`config.mk`:
```
export PLATFORM = sky130hd
export DESIGN_NAME = hostbus_if
export DESIGN_NICKNAME = d
export VERILOG_FILES = /design/src/rtl/hostbus_pkg.sv /design/src/rtl/hostbus_sync.sv /design/src/rtl/hostbus_decode.sv /design/src/rtl/hostbus_regbank.sv /design/src/rtl/hostbus_if.sv
export SDC_FILE = /design/constraint.sdc
export NUM_CORES = 1
export LEC_CHECK = 0
export BUFFER_PORTS_ARGS = -buffer_cell sky130_fd_sc_hd__clkbuf_2
export CORE_ASPECT_RATIO = 0.8
export CORE_MARGIN = 2
export CORE_UTILIZATION = 40
export DETAILED_ROUTE_END_ITERATION = 10
export HOLD_SLACK_MARGIN = 0.03
export PLACE_DENSITY_LB_ADDON = 0.05
export SLEW_MARGIN = 20
export SYNTH_ARGS = -nofsm -noshare
export SYNTH_HDL_FRONTEND = slang
export SYNTH_SLANG_ARGS = --single-unit
```
`constraint.sdc`:
```
create_clock -name clk -period 4.1 [get_ports clk]
set_input_delay 0.82 -clock clk [delete_from_list [all_inputs] [get_ports clk]]
set_output_delay 0.82 -clock clk [all_outputs]
set_load 0.005 [all_outputs]
```
`src/rtl/hostbus_pkg.sv`:
```
package hostbus_pkg;
    typedef enum logic [1:0] {
        MODE_I_DEMUX = 2'd0,
        MODE_I_MUX   = 2'd1,
        MODE_MOTO    = 2'd2
    } bus_mode_e;

    localparam int ADDR_STORE = 0;
    localparam int ADDR_ACCUM = 1;
    localparam int ADDR_IRQ   = 2;
endpackage

```
`src/rtl/hostbus_sync.sv`:
```
module hostbus_sync #(
    parameter int             W       = 4,
    parameter logic [W-1:0]   RST_VAL = '0
) (
    input  logic         clk,
    input  logic         rst,
    input  logic [W-1:0] d,
    output logic [W-1:0] q
);
    typedef struct packed {
        logic [W-1:0] s1;
        logic [W-1:0] s2;
    } sync_t;

    sync_t st_d, st_q;

    always_comb begin
        st_d    = st_q;
        st_d.s1 = d;
        st_d.s2 = st_q.s1;
    end

    always_ff @(posedge clk) begin
        if (rst) begin
            st_q.s1 <= RST_VAL;
            st_q.s2 <= RST_VAL;
        end else begin
            st_q <= st_d;
        end
    end

    assign q = st_q.s2;
endmodule

```
`src/rtl/hostbus_decode.sv`:
```
module hostbus_decode
    import hostbus_pkg::*;
#(
    parameter int AW = 7,
    parameter int DW = 8
) (
    input  logic          clk,
    input  logic          rst,
    input  logic          cs_n_s,
    input  logic          rd_n_s,
    input  logic          wr_n_s,
    input  logic          ale_s,
    input  logic [AW-1:0] addr,
    input  logic [DW-1:0] ad_in,
    output bus_mode_e     mode,
    output logic          wr_pulse,
    output logic          rd_done,
    output logic [AW-1:0] acc_addr,
    output logic [DW-1:0] wr_data,
    output logic [AW-1:0] rd_addr
);
    typedef struct packed {
        logic          ale;
        logic          mux_seen;
        logic [AW-1:0] lat;
        logic          wr_act;
        logic          rd_act;
        logic [AW-1:0] addr;
        logic [DW-1:0] data;
        logic          wr_pulse;
        logic          rd_done;
    } dec_t;

    dec_t          st_d, st_q;
    logic          sel, wr_act, rd_act;
    logic [AW-1:0] cur_addr;

    always_comb begin
        if (st_q.mux_seen)  mode = MODE_I_MUX;
        else if (ale_s)     mode = MODE_MOTO;
        else                mode = MODE_I_DEMUX;

        sel = !cs_n_s;
        if (mode == MODE_MOTO) begin
            wr_act = sel && !rd_n_s && !wr_n_s;
            rd_act = sel && !rd_n_s &&  wr_n_s;
        end else begin
            wr_act = sel && !wr_n_s;
            rd_act = sel && !rd_n_s;
        end
        cur_addr = (mode == MODE_I_MUX) ? st_q.lat : addr;

        st_d     = st_q;
        st_d.ale = ale_s;
        if (st_q.ale && !ale_s) begin
            st_d.mux_seen = 1'b1;
            st_d.lat      = ad_in[AW-1:0];
        end
        if (wr_act || rd_act) st_d.addr = cur_addr;
        if (wr_act)           st_d.data = ad_in;
        st_d.wr_act   = wr_act;
        st_d.rd_act   = rd_act;
        st_d.wr_pulse = st_q.wr_act && !wr_act;
        st_d.rd_done  = st_q.rd_act && !rd_act;
    end

    always_ff @(posedge clk) begin
        if (rst) begin
            st_q <= '0;
        end else begin
            st_q <= st_d;
        end
    end

    assign wr_pulse = st_q.wr_pulse;
    assign rd_done  = st_q.rd_done;
    assign acc_addr = st_q.addr;
    assign wr_data  = st_q.data;
    assign rd_addr  = cur_addr;


    one_commit_chk: assert property (@(posedge clk) disable iff (rst)
        wr_pulse |=> !wr_pulse);


    wr_needs_cs_chk: assert property (@(posedge clk) disable iff (rst)
        wr_pulse |-> $past(!cs_n_s, 2));


    mux_latch_chk: assert property (@(posedge clk) disable iff (rst)
        (st_q.ale && !ale_s) |=> (rd_addr == $past(ad_in[AW-1:0])));
endmodule

```
`src/rtl/hostbus_regbank.sv`:
```
module hostbus_regbank
    import hostbus_pkg::*;
#(
    parameter int AW = 7,
    parameter int DW = 8
) (
    input  logic          clk,
    input  logic          rst,
    input  logic          wr_pulse,
    input  logic          rd_done,
    input  logic [AW-1:0] acc_addr,
    input  logic [DW-1:0] wr_data,
    input  logic [AW-1:0] rd_addr,
    output logic [DW-1:0] rd_data,
    output logic          irq_pull
);
    localparam logic [AW-1:0] A_STORE = AW'(ADDR_STORE);
    localparam logic [AW-1:0] A_ACCUM = AW'(ADDR_ACCUM);
    localparam logic [AW-1:0] A_IRQ   = AW'(ADDR_IRQ);

    typedef struct packed {
        logic [DW-1:0] store;
        logic [DW-1:0] accum;
        logic [DW-1:0] pend;
    } bank_t;

    bank_t st_d, st_q;

    always_comb begin
        st_d = st_q;
        if (rd_done && acc_addr == A_IRQ) st_d.pend = '0;
        if (wr_pulse) begin
            case (acc_addr)
                A_STORE: st_d.store = wr_data;
                A_ACCUM: st_d.accum = st_q.accum + wr_data;
                A_IRQ:   st_d.pend  = st_d.pend | wr_data;
                default: ;
            endcase
        end
        case (rd_addr)
            A_STORE: rd_data = st_q.store;
            A_ACCUM: rd_data = st_q.accum;
            A_IRQ:   rd_data = st_q.pend;
            default: rd_data = '0;
        endcase
    end

    always_ff @(posedge clk) begin
        if (rst) begin
            st_q <= '0;
        end else begin
            st_q <= st_d;
        end
    end

    assign irq_pull = |st_q.pend;


    irq_raise_chk: assert property (@(posedge clk) disable iff (rst)
        (wr_pulse && acc_addr == A_IRQ && wr_data != '0) |=> irq_pull);


    irq_clear_chk: assert property (@(posedge clk) disable iff (rst)
        (rd_done && !wr_pulse && acc_addr == A_IRQ) |=> !irq_pull);


    unmapped_wr_chk: assert property (@(posedge clk) disable iff (rst)
        (wr_pulse && acc_addr > A_IRQ) |=> ($stable(st_q.store) && $stable(st_q.accum)));
endmodule

```
`src/rtl/hostbus_if.sv`:
```
module hostbus_if
    import hostbus_pkg::*;
#(
    parameter int AW = 7,
    parameter int DW = 8
) (
    input  logic          clk,
    input  logic          rst,
    input  logic          cs_n,
    input  logic          rd_ds_n,
    input  logic          wr_rw_n,
    input  logic          ale,
    input  logic [AW-1:0] addr,
    input  logic [DW-1:0] ad_in,
    output logic [DW-1:0] ad_out,
    output logic          ad_oe,
    output logic          irq_pull
);
    localparam int NCTL = 4;

    logic [NCTL-1:0] ctl_s;
    bus_mode_e       mode;
    logic            wr_pulse, rd_done;
    logic [AW-1:0]   acc_addr, rd_addr;
    logic [DW-1:0]   wr_data, rd_data;

    hostbus_sync #(.W(NCTL), .RST_VAL(4'b1110)) sync_i (
        .clk (clk),
        .rst (rst),
        .d   ({cs_n, rd_ds_n, wr_rw_n, ale}),
        .q   (ctl_s)
    );

    hostbus_decode #(.AW(AW), .DW(DW)) dec_i (
        .clk      (clk),
        .rst      (rst),
        .cs_n_s   (ctl_s[3]),
        .rd_n_s   (ctl_s[2]),
        .wr_n_s   (ctl_s[1]),
        .ale_s    (ctl_s[0]),
        .addr     (addr),
        .ad_in    (ad_in),
        .mode     (mode),
        .wr_pulse (wr_pulse),
        .rd_done  (rd_done),
        .acc_addr (acc_addr),
        .wr_data  (wr_data),
        .rd_addr  (rd_addr)
    );

    hostbus_regbank #(.AW(AW), .DW(DW)) bank_i (
        .clk      (clk),
        .rst      (rst),
        .wr_pulse (wr_pulse),
        .rd_done  (rd_done),
        .acc_addr (acc_addr),
        .wr_data  (wr_data),
        .rd_addr  (rd_addr),
        .rd_data  (rd_data),
        .irq_pull (irq_pull)
    );

    always_comb begin
        if (rst)                    ad_oe = 1'b0;
        else if (mode == MODE_MOTO) ad_oe = !cs_n && !rd_ds_n && wr_rw_n;
        else                        ad_oe = !cs_n && !rd_ds_n;
        ad_out = ad_oe ? rd_data : '0;
    end


    oe_cs_chk: assert property (@(posedge clk) disable iff (rst)
        ad_oe |-> !cs_n);
endmodule

```
# Word-level counts from Yosys, hierarchy flattened
# Index checks and enable logic that the tools add are counted.
[totals]
regBits = 60
in_bits = 21
output_inout_bits = 10
word_cells = 58
[op_classes]
add_sub_neg = 1
eq_ne = 6
muxes = 12
bitwise_logic = 1
reduce_logical = 24
[op_table]
columns = ["op", "n"]
rows = [
  ["two-way mux 8 bit", 4],
  ["one-hot mux 8 bit (3 select lines)", 1],
  ["== test 7 x 1 -> 1 bit, second input constant", 2],
  ["== test 7 x 2 -> 1 bit, second input constant", 2],
  ["logical NOT 7 bit", 2],
  ["logical AND 1 bit", 10],
  ["adder 8 bit", 1],
  ["logical NOT 1 bit", 8],
  ["bitwise OR 8 bit", 1],
  ["OR reduction 8 bit", 1],
  ["two-way mux 7 bit", 1],
  ["two-way mux 1 bit", 4],
  ["two-way mux 2 bit", 2],
  ["AND reduction 2 bit", 2],
  ["== test 2 x 1 -> 1 bit, second input constant", 1],
  ["== test 2 bit, second input constant", 1],
  ["logical OR 1 bit", 1],
]

# Depth between registers and ports, before layout
# Gate-level depths: netlist of run 1.
[depth]
depth_word = 7
depth_mapped = 7
ltp_nobuf = 7

# By module
# From an unflattened synthesis of run 1, not the netlist that was laid out.
[hier_totals]
cells_unflattened = 339
area_unflattened_um2 = 3075.4
[by_module_without_submodules]
columns = ["mod", "n_inst", "cells_per_inst", "area_each_um2", "seq_area_each_um2"]
rows = [
  ["hostbus_regbank", 1, 171, 1390.1, 480.5],
  ["hostbus_decode", 1, 141, 1346.3, 560.5],
  ["hostbus_sync", 1, 16, 210.2, 160.2],
  ["hostbus_if", 1, 11, 128.9, 0.0],
]

# Worst setup path before layout of run 1
# OpenSTA, ideal clock, no wires.
[synth_timing]
path_type = "input-to-output"
from = "in addr[6]"
to = "out ad_out[0]"
t_arrival_ns = 2.182
required_ns = 3.280
setup_slack_ns = 1.098
path_stages = 5
n_path_buf = 0
cell_sequence = "or4_1 o22ai_1 nand3_1 or2_2 a21oi_1"
[synth_between]
elab_chain_len = 4
elab_cells_between_ends = 6
classes_between = "2 x eq/ne; 3 x mux; 1 x reduce/logical"
[synth_rtl]
columns = ["item", "line", "text"]
rows = [
  ["from (decl)", "hostbus_if.sv:13", "input logic [AW-1:0] addr,"],
  ["two-way mux 7 bit *", "hostbus_decode.sv:51", "cur_addr = (mode == MODE_I_MUX) ? st_q.lat : addr;"],
  ["== test 7 x 2 -> 1 bit, or another cell as far along", "hostbus_regbank.sv:40", "case (rd_addr)"],
  ["one-hot mux 8 bit (3 select lines) *", "hostbus_regbank.sv:40", ""],
  ["two-way mux 8 bit *", "hostbus_if.sv:67", "ad_out = ad_oe ? rd_data : '0;"],
  ["to (decl)", "hostbus_if.sv:15", "output logic [DW-1:0] ad_out,"],
]
# Every way passes the cells marked *; elsewhere a longest branch is shown, timed or not.

# Worst setup path after layout of run 1
[layout_timing]
from = "reg dec_i.st_q[26] in the netlist's numbering"
to = "out ad_out[0]"
[layout_between]
elab_chain_len = 6
elab_cells_between_ends = 11
classes_between = "4 x eq/ne; 6 x mux; 1 x reduce/logical"
[layout_rtl]
columns = ["item", "line", "text"]
rows = [
  ["from (decl)", "hostbus_decode.sv:34", "dec_t st_d, st_q;"],
  ["from (signal assigned)", "hostbus_decode.sv:71", "st_q <= st_d;"],
  ["two-way mux 2 bit *", "hostbus_decode.sv:39", "if (st_q.mux_seen) mode = MODE_I_MUX;"],
  ["== test 2 x 1 -> 1 bit", "hostbus_decode.sv:51", ""],
  ["two-way mux 7 bit", "hostbus_decode.sv:51", ""],
  ["== test 7 x 2 -> 1 bit, or another cell as far along", "hostbus_regbank.sv:40", ""],
  ["one-hot mux 8 bit (3 select lines)", "hostbus_regbank.sv:40", ""],
  ["two-way mux 8 bit *", "hostbus_if.sv:67", ""],
]
# Marked as above.

==> results of run 1 <==
-- kinds of logic after synthesis --
kind of cell,Yosys count,share of synthesized area
AND/OR/NAND/NOR,115,0.214
flip-flops,60,0.444
AO/OA/AOI/OAI,44,0.105
multiplexers,42,0.157
buffers and inverters,19,0.0277
adder cells (fa/ha/maj),8,0.0398
XOR/XNOR,4,0.0129
-- layer usage --
metal / vias to the layer above / share of wire / global-route usage
met3: 2 / 0.029 / 0.0650
met4: 0 / 0.0049 / 0.0471
met1: 935 / 0.52 / 0.256
met5: - / 0 / 0
met2: 19 / 0.44 / 0.257
li1: 1082 / - / -
-- critical path, delay by kind of cell, from the launching register on --
| family | cells | cell delay, ns |
|---|---|---|
| flip-flops | 1 | 0.74 |
| buffers and inverters | 1 | 0.15 |
| AO/OA/AOI/OAI | 2 | 0.36 |
| AND/OR/NAND/NOR | 3 | 1.16 |
-- layout make-up --
| cell class | instances | share of cell area |
|---|---|---|
| clock buffers | 10 | 0.0440 |
| clock inverters | 6 | 0.0228 |
| inverters | 3 | 0.00360 |
| multi-input cells | 213 | 0.457 |
| flip-flops and latches | 60 | 0.384 |
| well taps | 84 | 0.0336 |
| repair buffers | 33 | 0.0552 |
-- synth_stat cells, types with 4 or more instances --
master    number  area share
a211oi_1       9       0.025
a21oi_1       14       0.026
a22oi_1        8       0.022
clkbuf_1      12       0.017
dfxtp_1       60        0.44
ha_1           7       0.032
mux2i_1       41        0.15
nand2_1       16       0.022
nand3_1        4      0.0074
nor2_1        53       0.074
nor2b_1        4      0.0092
o21ai_0        5      0.0092
or2_2         13       0.030
xnor2_1        4       0.013
-- worst min-delay path by stage --
stage / startpoint / endpoint / cells past startpoint
final: sync_i.st_d[1] / sync_i.q[1] / 1
after global routing: sync_i.st_d[1] / sync_i.q[1] / 1
after global placement: sync_i.st_d[2] / sync_i.q[2] / 1
after CTS: sync_i.st_d[3] / sync_i.q[3] / 1
after detailed placement: sync_i.st_d[3] / sync_i.q[3] / 1
after floorplan: sync_i.st_d[1] / sync_i.q[1] / 1
-- power groups by stage --
stage	Combinational [mW]	Clock, mW	Sequential (mW)
6_report	0.0562	0.551	0.597
3_3_place_gp	0.0571	0	0.610
4_1_cts	0.0573	0.567	0.597
5_1_grt	0.0635	0.592	0.598
2_1_floorplan	0.0375	0	0.607
3_5_place_dp	0.0572	0	0.610
-- cells in the final DEF, fill, tap and decap left out, types with 2 or more instances in the layout --
master      synthesis  final
inv_6               0      2
nand2b_1            3      3
clkbuf_8            0     10
clkinvlp_4          0      2
a22oi_1             8      8
nor3_1              2      2
inv_1               3      3
nand3_1             4      4
buf_4               0      3
or4b_1              2      2
or2_2              13     13
xnor2_1             4      4
o21ai_0             5      4
nor2_1             53     53
a211oi_1            9      9
nand2_1            16     16
and3_1              2      2
clkbuf_2            0     30
nor3b_1             3      3
nor2b_1             4      4
mux2i_1            41     41
o22ai_1             2      2
dfxtp_1            60     60
and3b_1             3      3
nor4_1              2      2
ha_1                7      7
a21o_1              2      2
a21oi_1            14     14
-- through the flow --
stage | hold WS, ns | cell area (sq um) | power (mW) | util
3_3_place_gp | 0.393 | 2920 | 0.667 | 0.451
3_5_place_dp | 0.393 | 2920 | 0.667 | 0.451
6_report | 0.411 | 3130 | 1.20 | 0.483
4_1_cts | 0.412 | 3130 | 1.22 | 0.483
5_1_grt | 0.421 | 3130 | 1.25 | 0.483
2_1_floorplan | 0.389 | 2710 | 0.645 | -
-- sequential cells by signal, indices dropped and copies added, names as in the netlist --
register and count:
sync_i.st_d 4, bank_i.st_q 24, dec_i.wr_data 8, dec_i.st_q 11
dec_i.acc_addr 7, sync_i.q 4, dec_i.wr_pulse 1, dec_i.rd_done 1
==> summary.md, run 1 <==
| Metric | Value |
|---|---|
| Outcome | completed |
| Part of the power in combinational logic | 0.047 |
| Async S/R FF share, synth | 0 |
| Hold-fix buffers, CTS | 0 |
| Worst setup path category | flip-flop to output pin |
| Max_cap viols | 0 |
| Routed wire length per instance | 14.4 microns |
| Die area | 7440 sq um |
| Pre-CTS setup slack | 0.634 ns |
| Vias in the first global route | 1,984 |
| Slew headroom | 0.336 |
| Crit-path max cell delay | 0.74 ns |
| Worst-path clk slew | 0.08 ns |
| Worst EP arrival | 2.75 ns |
| Setup ws final | 0.532 ns |
| Core Box Area | 6470 sq um |
| Port Buffers | 30 |
| Tcrit/Tclk final | 0.870 |
| # Post-CTS Setup Buffers | 0 |
| Reg-to-reg slack, setup | 1.76 ns |
| P_int | 918 uW |
| Largest net degree at the start of global routing | 64 |
| Average size of a mapped cell | 9.26 sq um |
| Detailed Place HPWL | 4140 microns |
| Critical Path, Cell by Cell | or4b_1, o22ai_1, nand3_1, or2_2, a21oi_1, clkbuf_2 |
| P_sw | 286 uW |
| Max Freq | 0.280 GHz |
| Final setup violation count | 0 |
| CTS Sinks | 60 |
| Synth Cell Area | 2710 sq um |
| CP Launch Point | dec_i.st_q[26] |
| Global-route wire length before repair | 10,000 microns |
| Final hold violation count | 0 |
| Initial drt markers | 99 |
| CP Max Fanout | 15 |
| Area growth syn-to-layout | 15.6% |
| Final Non-Filler Cells | 409 |
| Routed vias/inst | 4.98 |
| Worst flop-to-flop path startpoint | dec_i.acc_addr[3] |
| Insertion delay to the later sink of the worst-skew pair | 0.34 ns |
| H-tree Lvls | 3 |
| Syn nets | 321 |
| Num CTS Buffers | 9 |
| Clock tree buffer depth | 2 |
| Num rows | 26 |
| Horiz. Die Dim | 95.9 microns |
| GPL Wtd Cong | 0.753 |
| Worst slew pin tran | 0.994 ns |
| Sequential Power Share | 0.496 |
| EDFF count, synth | 0 |
| Post-route ant nets | 0 |
| Via count | 2,038 |
| Initial antenna violation count | 0 |
| Resized Gates After CTS | 0 |
| Max-slew violations | 0 |
| Io pins | 31 |
| Net Sw Frac | 0.238 |
| Clock Root Buffer | clkbuf_8 |
| Hold Path Class | flip-flop to flip-flop |
| Total gr overflow | 0 |
| Worst reg2reg path depth | 5 |
| Critical path required time | 3.28 ns |
| Antenna diodes | 0 |
| # fillers | 621 |
| Worst VDD drop | 243 uV |
| Clock network power share | 0.458 |
| Minimum clock period after layout | 3.57 ns |
| Worst Setup EP | ad_out[0] |
| Synth unique cells | 40 |
| Setup Skew | 0.0116 ns |
| Crit start category | flip-flop |
| DRC viols | 0 |
| Final setup TNS | 0 ns |
| CP max-delay cell | dfxtp_1 |
| Seq cells post-synth | 60 |
| Syn. warnings | 0 |
| FF/Latch Area | 1200 sq um |
| Placed Instances | 393 |
| Reg-to-reg endpoint | bank_i.st_q[15] |
| Unrepaired setup endpoints after global routing | no |
| Total global-route track usage | 0.180 |
| Starting Density | 0.418 |
| CTS tree | yes |
| Share of cells above drive strength 1 | 0.203 |
| Top FF cell, synth | dfxtp_1 |
| WL final | 5880 microns |
| Fin nets | 349 |
| TritonRoute pass-1 iters | 4 |
| Synthesized instance count | 292 |
| Multi-input logic area | 1430 sq um |
| Critical path endpoint category | output pin |
| Power Density | 385 nW/um^2 |
| Seq/Total Area, Yosys | 0.444 |
| Die height | 77.6 microns |
| Leakage | 1.25 nW |
Power figures use the tool's default switching activity.
==> inputs of run 2 (changes only) <==
==> constraint.sdc (replaced) <==
create_clock -name clk -period 3.28 [get_ports clk]
set_input_delay 0.656 -clock clk [delete_from_list [all_inputs] [get_ports clk]]
set_output_delay 0.656 -clock clk [all_outputs]
set_load 0.005 [all_outputs]
==> run 2 against run 1 <==
  * Non-clock buffer count increased by 2
  * Combinational power increased by 32%
  * Critical endpoint is now ad_out[6]
  * Largest cell class unchanged
  * Wire length increased by 2.6%
  * Highest routed layer unchanged
  * Register-to-register slack got worse by 0.61 ns
  * Sequential cell count unchanged
  * Clock power increased by 49%
  * Core utilization increased by 0.93 points
  * First-iteration DRC count increased by 13%
  * Clock-buffer cell count unchanged
  * Global-route usage decreased by 0.085 points
  * Cell area increased by 1.9%
  * Clock skew decreased by 0.0033 ns
==> summary.md, run 2 (same netlist as run 1, synthesis figures left out) <==
| Metric | Value |
|---|---|
| Most frequent cells in the layout | dfxtp_1, nor2_1, mux2i_1 (unchanged) |
| Pre-CTS setup slack | 0.124 ns (was 0.634 ns) |
| DRC viols | 0 (unchanged) |
| CP Max Fanout | 8 (was 15) |
| Detailed Place HPWL | 4220 microns (was 4140 microns) |
| Minimum clock period after layout | 3.12 ns |
| Worst slew pin tran | 0.973 ns (was 0.994 ns) |
| Hold Worst Slack | 0.409 ns (was 0.411 ns) |
| Final Non-Filler Cells | 411 (was 409) |
| Final Core Density | 0.492 (was 0.483) |
| GPL Wtd Cong | 0.818 (was 0.753) |
| Largest net degree at the start of global routing | 64 (unchanged) |
| Vias in the first global route | 2,006 (was 1,984) |
| Placed Instances | 395 (was 393) |
| Total power | 1.64 mW (was 1.20 mW) |
| Io pins | 31 (unchanged) |
| Routed wire length per instance | 14.7 microns (was 14.4 microns) |
| Multi-input logic area | 1430 sq um (about the same) |
| Post-place instance area | 2930 sq um (was 2920 sq um) |
| Setup Skew | 0.00824 ns (was 0.0116 ns) |
| Port Buffers | 30 (unchanged) |
| Final setup TNS | 0 ns (unchanged) |
| Via count | 2,092 (was 2,038) |
| Starting Density | 0.418 (unchanged) |
| Total global-route track usage | 0.179 (was 0.180) |
| Hold-fix buffers, CTS | 0 (unchanged) |
| Final hold violation count | 0 (unchanged) |
| Worst flop-to-flop path startpoint | dec_i.acc_addr[3] (unchanged) |
| Clock Root Buffer | clkbuf_8 (unchanged) |
| Leakage | 1.28 nW (was 1.25 nW) |
| Setup ws final | 0.158 ns (was 0.532 ns) |
| Global-route wire length before repair | 10,000 microns (unchanged) |
| Critical path required time | 2.62 ns (was 3.28 ns) |
| Max_cap viols | 0 (unchanged) |
| Area growth syn-to-layout | 17.9% (was 15.6%) |
| Num CTS Buffers | 9 (unchanged) |
| Max reg flops | 24 (unchanged) |
| WL final | 6040 microns (was 5880 microns) |
| Critical path endpoint category | output pin (unchanged) |
| Hold Path Class | flip-flop to flip-flop (unchanged) |
| Die area | 7440 sq um (unchanged) |
| Max Freq | 0.320 GHz |
| H-tree Lvls | 3 (unchanged) |
| Fin nets | 351 (was 349) |
| # fillers | 652 (was 621) |
| Outcome | completed (unchanged) |
| Worst VDD drop | 328 uV (was 243 uV) |
| TritonRoute pass-1 iters | 4 (unchanged) |
| Share of cells above drive strength 1 | 0.211 (was 0.203) |
| Die height | 77.6 microns (unchanged) |
| Max-slew violations | 0 (unchanged) |
| Insertion delay to the later sink of the worst-skew pair | 0.33 ns (was 0.34 ns) |
| Min-delay src | sync_i.st_d[2] (was sync_i.st_d[1]) |
| Fin area | 3190 sq um (was 3130 sq um) |
| Total gr overflow | 0 (unchanged) |
| Core Box Area | 6470 sq um (unchanged) |
| Post-route ant nets | 0 (unchanged) |
| Worst-path clk slew | 0.07 ns (was 0.08 ns) |
| Initial drt markers | 112 (was 99) |
| CTS Sinks | 60 (unchanged) |
| Worst setup path category | primary input to output pin (was flip-flop to output pin) |
| Num rows | 26 (unchanged) |
| CTS tree | yes (unchanged) |
| Initial antenna violation count | 0 (unchanged) |
| Crit start category | primary input (was flip-flop) |
| Largest reg by FF count | bank_i.st_q (unchanged) |
| Slew headroom | 0.350 (was 0.336) |
| Most common cell after layout, fill and taps aside | dfxtp_1 (unchanged) |
| Tcrit/Tclk final | 0.952 |
| CP Launch Point | addr[6] (was dec_i.st_q[26]) |
| Antenna diodes | 0 (unchanged) |
| Horiz. Die Dim | 95.9 microns (unchanged) |
| Clock tree buffer depth | 2 (unchanged) |
| Worst EP arrival | 2.47 ns (was 2.75 ns) |
| Power Density | 514 nW/um^2 (was 385 nW/um^2) |
| Final setup violation count | 0 (unchanged) |
| Routed vias/inst | 5.09 (was 4.98) |
| FF/Latch Area | 1200 sq um (unchanged) |
[run 2: cell types whose count changed in the layout (fill, tap and decap cells not counted), sizes merged]
cell      before  now
buf            3    5
bufinv         1    3
clkinv         1    2
clkinvlp       2    1
inv            5    3
[run 2: metal layers]
layer,up-vias,part of all wire,track usage
met3,7,0.035,0.0447
met4,0,0.015,0.0686
met5,-,0,0
li1,1082,-,-
met1,971,0.50,0.254
met2,32,0.45,0.262
[run 2: report_power, final]
part	total, mW	internal, mW	switching (mW)
clock network	0.821	0.525	0.296
registers	0.744	0.738	0.00554
logic	0.0744	0.0314	0.0430
[run 2: worst max-delay path, cell delays in order]
cell	delay [ns]
clkbuf_2	0.09
or4_1	0.52
o22ai_1	0.32
nand3_2	0.24
or2_2	0.35
a21oi_1	0.15
clkbuf_2	0.14
[run 2: cell type report]
class,count,area share
Inverter,3,0.00353
Sequential cell,60,0.377
Multi-Input combinational cell,213,0.450
Clock inverter,6,0.0349
Timing Repair Buffer,35,0.0589
Clock buffer,10,0.0432
Tap cell,84,0.0330
[run 2: worst paths after layout]
check	endpoint	slack (ns)	depth (start not counted)
max reg2reg	bank_i.st_q[15]	1.15	6
max	ad_out[6]	0.16	7
min	sync_i.q[2]	0.41	1
min reg2reg	sync_i.q[2]	0.41	1
[run 2: what timing repair did]
item / 4_1_cts / 5_1_grt
setup endpoints to repair: 0 / 7
buffers inserted: 0 / 0
gates resized for setup: 0 / 1
==> inputs of run 3 (changes only) <==
--- a/config.mk
+++ b/config.mk
@@ -5,13 +5,14 @@
 export SDC_FILE = /design/constraint.sdc
 export NUM_CORES = 1
 export LEC_CHECK = 0
+export ABC_CLOCK_PERIOD_IN_PS = 3280
 export BUFFER_PORTS_ARGS = -buffer_cell sky130_fd_sc_hd__clkbuf_2
 export CORE_ASPECT_RATIO = 0.8
 export CORE_MARGIN = 2
 export CORE_UTILIZATION = 40
 export DETAILED_ROUTE_END_ITERATION = 10
 export HOLD_SLACK_MARGIN = 0.03
-export PLACE_DENSITY_LB_ADDON = 0.05
+export PLACE_DENSITY = 0.57
 export SLEW_MARGIN = 20
 export SYNTH_ARGS = -nofsm -noshare
 export SYNTH_HDL_FRONTEND = slang
==> run 3 against run 2 <==
  * Global-route usage is 0.054 points lower
  * Sequential cell count stayed put
  * Wire length is 3.3% lower
  * Sequential share of layout area is 0.16 points higher
  * Final cell count stayed put
  * Via count is 1.3% lower
  * Combinational power is 1% lower
  * Die area stayed put
  * Setup slack better by 0.017 ns
  * Clock skew is 0.0049 ns lower
  * Register-to-register slack hardly changed
  * Highest routed layer unchanged
==> summary.md, run 3 (same netlist as run 1, synthesis figures left out) <==
| Metric | Value |
|---|---|
| Outcome | completed (unchanged) |
| Vias in the first global route | 1,923 (was 2,006) |
| CTS tree | yes (unchanged) |
| Num rows | 26 (unchanged) |
| Die height | 77.6 microns (unchanged) |
| Worst-path clk slew | 0.06 ns (was 0.07 ns) |
| Routed vias/inst | 5.02 (was 5.09) |
| Worst slew pin tran | 0.843 ns (was 0.973 ns) |
| Worst flop-to-flop path startpoint | dec_i.acc_addr[3] (unchanged) |
| Horiz. Die Dim | 95.9 microns (unchanged) |
| Initial drt markers | 182 (was 112) |
| Largest reg by FF count | bank_i.st_q (unchanged) |
| Final setup TNS | 0 ns (unchanged) |
| Detailed Place HPWL | 4300 microns (was 4220 microns) |
| Total global-route track usage | 0.179 (about the same) |
| Max_cap viols | 0 (unchanged) |
| Largest net degree at the start of global routing | 64 (unchanged) |
| Max reg flops | 24 (unchanged) |
| Crit start category | primary input (unchanged) |
| GPL Wtd Cong | 0.835 (was 0.818) |
| Antenna diodes | 0 (unchanged) |
| Tcrit/Tclk final | 0.947 (was 0.952) |
| Insertion delay to the later sink of the worst-skew pair | 0.34 ns (was 0.33 ns) |
| Resized Gates After CTS | 0 (unchanged) |
| # Post-CTS Setup Buffers | 0 (unchanged) |
| Starting Density | 0.418 (unchanged) |
| Port Buffers | 30 (unchanged) |
| Via count | 2,065 (was 2,092) |
| Unrepaired setup endpoints after global routing | no |
| DRC viols | 0 (unchanged) |
| Clock tree buffer depth | 2 (unchanged) |
| Power Density | 498 nW/um^2 (was 514 nW/um^2) |
| Io pins | 31 (unchanged) |
| Final Non-Filler Cells | 411 (unchanged) |
| Routed wire length per instance | 14.2 microns (was 14.7 microns) |
| Critical path required time | 2.62 ns (about the same) |
| Placed Instances | 395 (unchanged) |
| Die area | 7440 sq um (unchanged) |
| Hold-fix buffers, CTS | 0 (unchanged) |
| Initial antenna violation count | 0 (unchanged) |
| Min-delay src | sync_i.st_d[2] (unchanged) |
| Core Box Area | 6470 sq um (unchanged) |
| Fin nets | 351 (unchanged) |
| Setup Skew | 0.00332 ns (was 0.00824 ns) |
| H-tree Lvls | 3 (unchanged) |
| Global-route wire length before repair | 9880 microns (was 10,000 microns) |
| Clock Root Buffer | clkbuf_8 (unchanged) |
| CP Max Fanout | 8 (unchanged) |
| Most frequent cells in the layout | dfxtp_1, nor2_1, mux2i_1 (unchanged) |
| Num CTS Buffers | 9 (unchanged) |
| Hold Path Class | flip-flop to flip-flop (unchanged) |
| Post-route ant nets | 0 (unchanged) |
| Final hold violation count | 0 (unchanged) |
| Share of cells above drive strength 1 | 0.211 (unchanged) |
| Worst setup path category | primary input to output pin (unchanged) |
| Max-slew violations | 0 (unchanged) |
| Area growth syn-to-layout | 17.3% (was 17.9%) |
| CTS Sinks | 60 (unchanged) |
| CP Launch Point | addr[6] (unchanged) |
| WL final | 5840 microns (was 6040 microns) |
| Final setup violation count | 0 (unchanged) |
| Minimum clock period after layout | 3.11 ns (was 3.12 ns) |
| Leakage | 1.28 nW (about the same) |
| Most common cell after layout, fill and taps aside | dfxtp_1 (unchanged) |
| Max Freq | 0.322 GHz (was 0.320 GHz) |
| Worst VDD drop | 397 uV (was 328 uV) |
| Slew headroom | 0.437 (was 0.350) |
| Total gr overflow | 0 (unchanged) |
| Critical path endpoint category | output pin (unchanged) |
| Worst EP arrival | 2.45 ns (was 2.47 ns) |
| TritonRoute pass-1 iters | 4 (unchanged) |
-- run 3: where the power goes --
| group | switching (mW) | internal [mW] |
|---|---|---|
| Combinational | 0.0419 | 0.0314 |
| Sequential | 0.00587 | 0.739 |
| Clock | 0.275 | 0.487 |
| Total | 0.323 | 1.26 |
-- run 3: critical path, stage by stage --
cell and delay, ns:
clkbuf_2 0.09, or4_1 0.51, o22ai_1 0.28, nand3_2 0.24, or2_2 0.36, a21oi_1 0.17, clkbuf_2 0.15
-- run 3: area by class of cell --
cell class / count / area, sq um
Clock buffer: 12 / 165
Clock inverter: 4 / 70.1
Fill cell: 622 / 3300
Inverter: 3 / 11.3
Multi-Input combinational cell: 213 / 1430
Sequential cell: 60 / 1200
Tap cell: 84 / 105
Timing Repair Buffer: 35 / 188
-- run 3: layer usage --
metal  GRT usage  wire [microns]  share of wire
met5           0               0              0
met3      0.0563             203          0.035
met4      0.0686              90          0.015
met1       0.263            3100           0.53
met2       0.241            2440           0.42
-- run 3: path summary, 6_finish.rpt --
path / endpoint / slack [ns] / cells after the start
worst max-delay path: ad_out[6] / 0.17 / 7
worst min-delay path: sync_i.q[2] / 0.41 / 1
worst max register to register: bank_i.st_q[20] / 1.16 / 5
worst min register to register: sync_i.q[2] / 0.41 / 1
-- run 3: per-stage QoR --
stage | hold slack [ns] | power (mW) | setup WS, ns | util | instance area (sq um)
final | 0.406 | 1.58 | 0.174 | 0.490 | 3170
after global placement | 0.394 | 0.834 | 0.130 | 0.453 | 2930
after detailed placement | 0.392 | 0.835 | 0.0795 | 0.453 | 2930
after global routing | 0.436 | 1.65 | 0.0466 | 0.490 | 3170
after floorplan | 0.389 | 0.806 | 0.606 | - | 2710
after CTS | 0.408 | 1.60 | 0.0752 | 0.490 | 3170
